[src/rtl/cs_joy_port.sv]
module cs_joy_port #(
  parameter logic [7:0] PORT_ADDR = 8'h1F,
  parameter int         LATCH_CYC = 1,
  parameter bit         FULL_MODE = 1'b1,
  parameter int         JOY_W     = 5,
  parameter int         DW        = 8
) (
  input  logic             clk,
  input  logic             rst_n,
  input  logic [7:0]       io_addr,
  input  logic             iorq_n,
  input  logic             rd_n,
  input  logic             wr_n,
  input  logic [DW-1:0]    din,
  input  logic [JOY_W-1:0] joy_in,
  input  logic             joy_en_n,
  input  logic             rx_event,
  output logic [1:0]       card_sel_n,
  output logic             nmi_arm,
  output logic             nmi_req,
  output logic [DW-1:0]    dout,
  output logic             dout_oe
);
  localparam int CW = (LATCH_CYC < 2) ? 1 : $clog2(LATCH_CYC + 1);
  localparam logic [CW-1:0] LATCH_AT = CW'(LATCH_CYC);

  logic          hit, wr_hit, rd_hit, captured, take;
  logic [CW-1:0] wcnt;

  assign hit    = ~iorq_n && (io_addr == PORT_ADDR);
  assign wr_hit = hit && ~wr_n;
  assign rd_hit = hit && ~rd_n;
  assign take   = wr_hit && !captured && (wcnt == LATCH_AT);

  always_ff @(posedge clk or negedge rst_n)
    if (!rst_n) begin
      wcnt     <= '0;
      captured <= 1'b0;
    end else if (!wr_hit) begin
      wcnt     <= '0;
      captured <= 1'b0;
    end else if (take) begin
      captured <= 1'b1;
    end else if (!captured) begin
      wcnt <= wcnt + 1'b1;
    end

  always_ff @(posedge clk or negedge rst_n)
    if (!rst_n) begin
      card_sel_n <= 2'b11;
      nmi_arm    <= 1'b0;
    end else if (take) begin
      card_sel_n <= (din[1:0] == 2'b00) ? 2'b11 : din[1:0];
      nmi_arm    <= din[3];
    end

  assign nmi_req = nmi_arm && rx_event;

  generate
    if (FULL_MODE) begin : g_full
      assign dout_oe = rd_hit && !joy_en_n;
    end else begin : g_lite
      assign dout_oe = 1'b0;
    end
  endgenerate

  assign dout = dout_oe ? {{(DW-JOY_W){1'b0}}, joy_in} : '0;
endmodule


[config.mk]
export PLATFORM = sky130hd
export DESIGN_NAME = cs_joy_port
export DESIGN_NICKNAME = d
export VERILOG_FILES = /design/src/rtl/cs_joy_port.sv
export SDC_FILE = /design/constraint.sdc
export NUM_CORES = 1
export LEC_CHECK = 0
export BUFFER_PORTS_ARGS = -buffer_cell sky130_fd_sc_hd__buf_2
export CAP_MARGIN = 10
export CORE_AREA = 2 2 39 41
export CTS_CLUSTER_DIAMETER = 60
export DETAILED_ROUTE_END_ITERATION = 10
export DIE_AREA = 0 0 41 43
export PLACE_DENSITY = 0.66
export REMOVE_ABC_BUFFERS = 1
export SYNTH_ARGS = -nofsm -noshare
export SYNTH_HDL_FRONTEND = slang
export SYNTH_SLANG_ARGS = --single-unit
[constraint.sdc]
create_clock -name clk -period 2.69 [get_ports clk]
set_input_delay 0.1345 -clock clk [delete_from_list [all_inputs] [get_ports clk]]
set_output_delay 0.1345 -clock clk [all_outputs]
set_load 0.1 [all_outputs]
* Word level (Yosys, flattened, before mapping)
Index checks and enable logic that the tools add are counted.
Operators by class: mux-type cells 7, eq/ne operators 4, add/subtract/negate cells 1, reductions and logical operators 11, bitwise logic cells 3
Operator list (count):
- 8-bit by 5-bit equality test with 1-bit output (second input constant) | 1
- 1-bit logical AND | 7
- 1-bit 2-to-1 mux | 5
- 5-bit 2-to-1 mux | 1
- 2-bit inequality test (second input constant) | 2
- 1-bit inverter | 3
- 1-bit zero test | 2
- 2-bit zero test | 1
- 2-bit 2-to-1 mux | 1
- 2-bit by 1-bit inequality test with 1-bit output (second input constant) | 1
- 2-bit AND reduction | 1
- 1-bit adder (second input constant) | 1
Word-level totals: register bits after elaboration 5, input port bits 28

* Longest topological paths before layout
Gate-level depths: netlist (run 1).
word-level depth 7, depth in mapped cells 3

* Worst setup path after synthesis (run 1)
OpenSTA, ideal clock, no wires.
path type input port to output port, start point in io_addr[5], end point out dout[0], buffers on the path 0, cell stages on the path 3, setup slack 50 ps, data arrival time 2506 ps, path through nand3b_1 > nor4b_4 > and2_1
Between the ends: cells in the longest elaborated chain, start to end 5
RTL lines:
- from (decl) | RTL line 10 | input logic [7:0] io_addr,
- 8-bit by 5-bit equality test with 1-bit output | RTL line 30 | assign hit = ~iorq_n && (io_addr == PORT_ADDR);
- 1-bit logical AND | RTL line 30
- 1-bit logical AND | RTL line 32 | assign rd_hit = hit && ~rd_n;
- 1-bit logical AND | RTL line 61 | assign dout_oe = rd_hit && !joy_en_n;
- named net dout_oe | RTL line 22 | output logic dout_oe
- 5-bit 2-to-1 mux | RTL line 67 | assign dout = dout_oe ? {{(DW-JOY_W){1'b0}}, joy_in} : '0;
- to (decl) | RTL line 21 | output logic [DW-1:0] dout,
The timed path passes the listed nets, and every way through them passes these cells.

* Worst setup path in the final report (run 1)
start point in io_addr[5], end point out dout[0]
Between the ends: cells in the longest elaborated chain, start to end 5
RTL lines (RTL line):
- 8-bit by 5-bit equality test with 1-bit output | 30
- 1-bit logical AND | 30
- 1-bit logical AND | 32
- 1-bit logical AND | 61
- 5-bit 2-to-1 mux | 67
No other way between the ends.

==> metrics, run 1 <==
global-route wire length before repair=1120 µm; slowest stage delay, CP=between 0.4 and 0.5 ns; Congestion Overflow GR=0; Slew Limit Fails=0; Reg clk slew, reported paths=around 0.04 ns; cell family with most CP delay=simple AND/OR/NAND/NOR gates; crit start category=primary input; clock group share of total power=41.8%; cell taking the most area after synthesis=dfrtp_1; clock insertion delay at the later pin of the skew report=0.24 ns; prevailing post-synth register cell=dfrtp_1; Setup Fix Bufs, Post-CTS=0; synth cell count leaders=and2_1 (6), buf_4 (3), dfrtp_1 (3), mux2_2 (3), nand2b_1 (3); Die ar.=0.00176 mm²; CP required=2.56 ns; Iter 0 DRT Violations=0; slowest stage cell on the critical path=buf_2; Final #Nets=96; cell depth of the worst flop-to-flop path=3; Critical Path Sink Type=output port; Tot Pwr=205 µW; number of flops mapped to enable cells by yosys=0; Worst Hold Class=primary input to flip-flop; Placer Congestion=around 0.6; cell with the most instances after synthesis=and2_1; final period utilization=61.4%; max frequency=between 0.6 and 0.7 GHz; setup violators final=0; Core ar.=0.00138 mm²; post-cts hold buffer count=1; Net Switching=57.3 µW; Mapped Cells=31; Yosys top cell area share=around 21%; share of cells above drive strength 1=64.2%; # diodes=0; vias in the first global route=294; WL/cell=between 9 and 10 µm; Initial Util=25.3%; Critical Path AT=1.52 ns; Fin Hold WS=approximately 0.13 ns; Residual DRC=0; post-CTS sizing=0; Int Power=around 150 µW; share of synthesized registers carrying an async set or reset=100%; Worst Hold Path Cells=2; sequential power share=about 37%; Tmin final=1.65 ns; max-cap viol count=0; CP most frequent cell=buf_2; Die Y=43 µm; Worst path depth=5; Synth area leaders=dfrtp_1 (21%), dfstp_2 (15%), and2_1 (11%), mux2_2 (9.6%), nor4b_4 (6.8%); GRT Util Overall=9.99%; Die X=~41 µm; Cell variety after synth=17; Leak=0.000309 µW; VDD IR max=roughly 160 µV; CTS tree=yes; drt first pass iters=1; combinational share of power=a little over a fifth; worst-path fanout max=6; Root Driver=clkbuf_4; initial antenna violation count=0; Sw Ratio=28.0%; synthesized area=350 µm²; YS warnings=0; Seq cells post-synth=5; Vias/cell=4.22; Ports=41; Pwr Density=371 mW/mm²; outcome=finished, final reports clean; vias=350; sequential fraction of the synthesis area=36.4%; Buffers on Ports=32; CP bufs+invs=2; Crit Path Class=primary input to output port; Post-Syn Area per Cell=11.3 µm²; RSZ-0062 raised after global routing=false; largest net degree at the start of global routing=7; # clock sinks=5; Hold Violations, Final=0; Final ANT Viol Nets=0; row cnt=14; Max Buffers Root-to-Sink=2; total CTS buffers=3; crit-path cells=buf_2, nand3b_1, nor4b_4, and2_1, buf_2; Max H-tree Level=1; Routed WL=787 µm; Area Overhead vs Synth=57.5%; clock skew=0.00247 ns; Post-Route Setup TNS=0 ns
==> registers in the layout (all words and copies together), names as in the netlist <==
signal,flops
card_sel_n,2
captured,1
nmi_arm,1
wcnt,1
==> power groups by stage <==
stage	clock network, µW	logic, µW	registers [µW]
after floorplan	0	25.3	76.7
after global placement	0	41.9	76.7
after detailed placement	0	42.6	76.7
after CTS	91.2	43.7	75.6
after global routing	93.2	46.9	75.6
final	85.6	43.3	75.7
==> logic make-up after synthesis <==
group / Yosys count / share of synthesized area [%]
AOI/OAI and AO/OA: 2 / 4.29
buffers and inverters: 4 / 7.50
DFF: 5 / 36.4
muxes: 3 / 9.64
other: 1 / 1.07
and+or+nand+nor: 16 / 41.1
==> worst paths after layout <==
| path | to | start | slack (ns) |
|---|---|---|---|
| max | dout[0] | io_addr[5] | 1.04 |
| min | nmi_arm | din[3] | 0.13 |
| max reg2reg | nmi_arm | captured | 1.21 |
| min reg2reg | wcnt | captured | 0.48 |
| max in group asynchronous | card_sel_n[0] | rst_n | 2.24 |
| min in group asynchronous | nmi_arm | rst_n | 0.24 |
==> per-stage QoR <==
stage | instance area [µm²] | utilization [%] | cells | worst slack (ns)
2_1_floorplan | 335 | - | 30 | 0.0498
3_3_place_gp | 515 | 37.3 | 78 | 1.04
3_5_place_dp | 515 | 37.3 | 78 | 1.02
4_1_cts | 552 | 39.9 | 83 | 1.02
5_1_grt | 552 | 39.9 | 83 | 0.911
6_report | 552 | 39.9 | 83 | 1.04
==> layout by cell type, fill, tap and decap left out <==
cell	instances
nand4bb_2	1
nor4b_4	1
nor4_4	1
clkbuf_1	1
nor4_1	1
inv_1	1
dfrtp_1	3
dfstp_2	2
a21boi_0	1
o21a_1	1
nand2b_1	3
clkbuf_4	3
conb_1	3
buf_2	32
and2_1	6
mux2_2	3
or3b_1	1
nand3b_1	1
nor2_1	1
dlygate4sd3_1	1
==> layout make-up <==
class                   instances  area, µm²
inverters                       1       3.75
repair buffers                 33        170
flip-flops and latches          5        128
clock buffers                   4       26.3
fillers                       138        832
well taps                      16       20.0
multi-input cells              24        204
==> routing by layer <==
| layer | global-route usage, % | share of wire (%) | routed length, µm |
|---|---|---|---|
| met1 | 8.17 | 30 | 239 |
| met3 | 1.57 | 17 | 134 |
| met5 | 0 | 0 | 0 |
| met2 | 17.5 | 51 | 404 |
| met4 | 10.0 | 1.0 | 8 |
No activity file was read; power rests on OpenSTA's default activity.
==> run 2, diff against run 1 <==
==> constraint.sdc (replaced) <==
create_clock -name clk -period 1.65 [get_ports clk]
set_input_delay 0.0825 -clock clk [delete_from_list [all_inputs] [get_ports clk]]
set_output_delay 0.0825 -clock clk [all_outputs]
set_load 0.1 [all_outputs]
==> run 2 against run 1 <==
Compared with the run above: non-clock buffer count unchanged; utilization up 6.5 points; final cell count stayed put; combinational power is 64% higher; critical path depth down 2; power grew 62%; sequential share of layout area fell by 3.2 points; register-to-register slack got worse by 1.1 ns; die area is the same.
==> metrics, run 2 (same netlist as run 1, synthesis figures left out) <==
commonest non-fill, non-tap cell in the layout=buf_2; cell depth of the worst flop-to-flop path=3 (unchanged); global-route wire length before repair=1060 µm (-5.5%); cell count after placement=78 (unchanged); Die ar.=0.00176 mm² (unchanged); CP required=1.77 ns (-0.79 ns); Cell Count, Final, Fillers Out=83 (unchanged); vias in the first global route=308 (+4.8%); Core ar.=0.00138 mm² (unchanged); # diodes=0 (unchanged); Worst Hold Class=primary input to flip-flop; worst-path fanout max=3 (-3); outcome=finished, final reports clean; Hold Violations, Final=0 (unchanged); Tmin final=between 1 and 1.5 ns; Vias/cell=4.25 (+0.86%); Crit Path Class=flip-flop to flip-flop; DPL Wire Length=~730 µm; # clock sinks=5 (unchanged); Die Y=43 µm (unchanged); Residual DRC=0 (unchanged); Congestion Overflow GR=0 (unchanged); Die X=41 µm (unchanged); final period utilization=90.3%; Critical Path AT=1.61 ns (+0.09 ns); clock skew=0.000468 ns (-0.00200 ns); drt first pass iters=1 (unchanged); Pwr Density=515 mW/mm² (+39%); Leak=0.000325 µW (+4.9%); max-cap viol count=0 (unchanged); CTS tree=yes; Max H-tree Level=1 (unchanged); total CTS buffers=3 (unchanged); max FFs per register=2 (unchanged); Critical Path Sink Type=flip-flop; Final ANT Viol Nets=0 (unchanged); clock insertion delay at the later pin of the skew report=0.23 ns (about the same); Ports=41 (unchanged); share of cells above drive strength 1=64.2% (unchanged); Routed WL=804 µm (+2.2%); VDD IR max=374 µV (+130%); largest net degree at the start of global routing=7 (unchanged); crit start category=flip-flop; row cnt=14 (unchanged); Max Buffers Root-to-Sink=2 (unchanged); Iter 0 DRT Violations=0 (unchanged); Placer Congestion=0.614 (+2.5%); RSZ-0062 raised after global routing=false; Worst Hold Path Cells=2 (unchanged); Biggest register=card_sel_n; most frequent cells in the layout=buf_2 (26), and2_1 (6), buf_12 (6); Buffers on Ports=32 (unchanged); WL/cell=9.69 µm (+2.2%); Initial Util=25.3% (unchanged); R2R setup slack=0.16 ns (-1.05 ns); Reg clk slew, reported paths=0.04 ns (about the same); setup violators final=0 (unchanged); initial antenna violation count=0 (unchanged); Tot Pwr=331 µW (+62%); Slew Limit Fails=0 (unchanged); Final #Nets=96 (unchanged); vias=353 (+0.86%); Area Overhead vs Synth=83.2%; GRT Util Overall=9.50% (-0.49 points); Root Driver=clkbuf_4; max frequency=0.671 GHz; Setup Fix Bufs, Post-CTS=0 (unchanged)
## run 2: cell count changes in the layout (fill, tap and decap cells not counted)
cell / previous run / this run
buf_12: 0 / 6
buf_2: 32 / 26
## run 2: layer usage
metal	routed length, µm	up-vias	global-route usage (%)
met5	0	-	0
met4	0	0	8.00
met3	134	0	3.66
met2	403	27	18.1
met1	266	153	5.59
li1	-	173	-
## run 2: where the power goes
part           total, µW  switching [µW]  internal (µW)
sequential           123          0.0177            123
clock                137            45.4           91.1
combinational       70.9            45.2           25.7
total                331            90.6            240
## run 2: metrics by stage
step | setup slack, ns | TNS, ns | cell area (µm²) | util [%] | hold slack [ns]
after global routing | 0.104 | 0 | 642 | 46.4 | 0.0790
after global placement | 0.166 | 0 | 606 | 43.8 | -0.102
final | 0.160 | 0 | 642 | 46.4 | 0.0790
after detailed placement | 0.158 | 0 | 606 | 43.8 | -0.101
after CTS | 0.145 | 0 | 642 | 46.4 | 0.0706
after floorplan | -0.886 | -4.64 | 335 | - | -0.213
## run 2: cell type report
| type | instances | area [µm²] |
|---|---|---|
| repair buffers | 33 | 260 |
| flip-flops and latches | 5 | 128 |
| well taps | 16 | 20.0 |
| inverters | 1 | 3.75 |
| multi-input cells | 24 | 204 |
| clock buffers | 4 | 26.3 |
| fillers | 125 | 742 |
## run 2: path summary, 6_finish.rpt
path | startpoint | endpoint
max reg2reg | captured | nmi_arm
min reg2reg | captured | wcnt
max | captured | nmi_arm
max in group asynchronous | rst_n | card_sel_n[0]
min | din[3] | nmi_arm
min in group asynchronous | rst_n | captured
## run 2: timing repair
| item | 4_1_cts | 5_1_grt |
|---|---|---|
| hold endpoints to repair | 5 | 0 |
| gates resized for setup | 0 | 0 |
| hold buffers | 1 | 0 |
## run 2: worst max-delay path, stage by stage (launching register included)
cell,delay (ns)
dfrtp_1,0.38
or3b_1,0.39
nor4_4,0.23
mux2_2,0.37
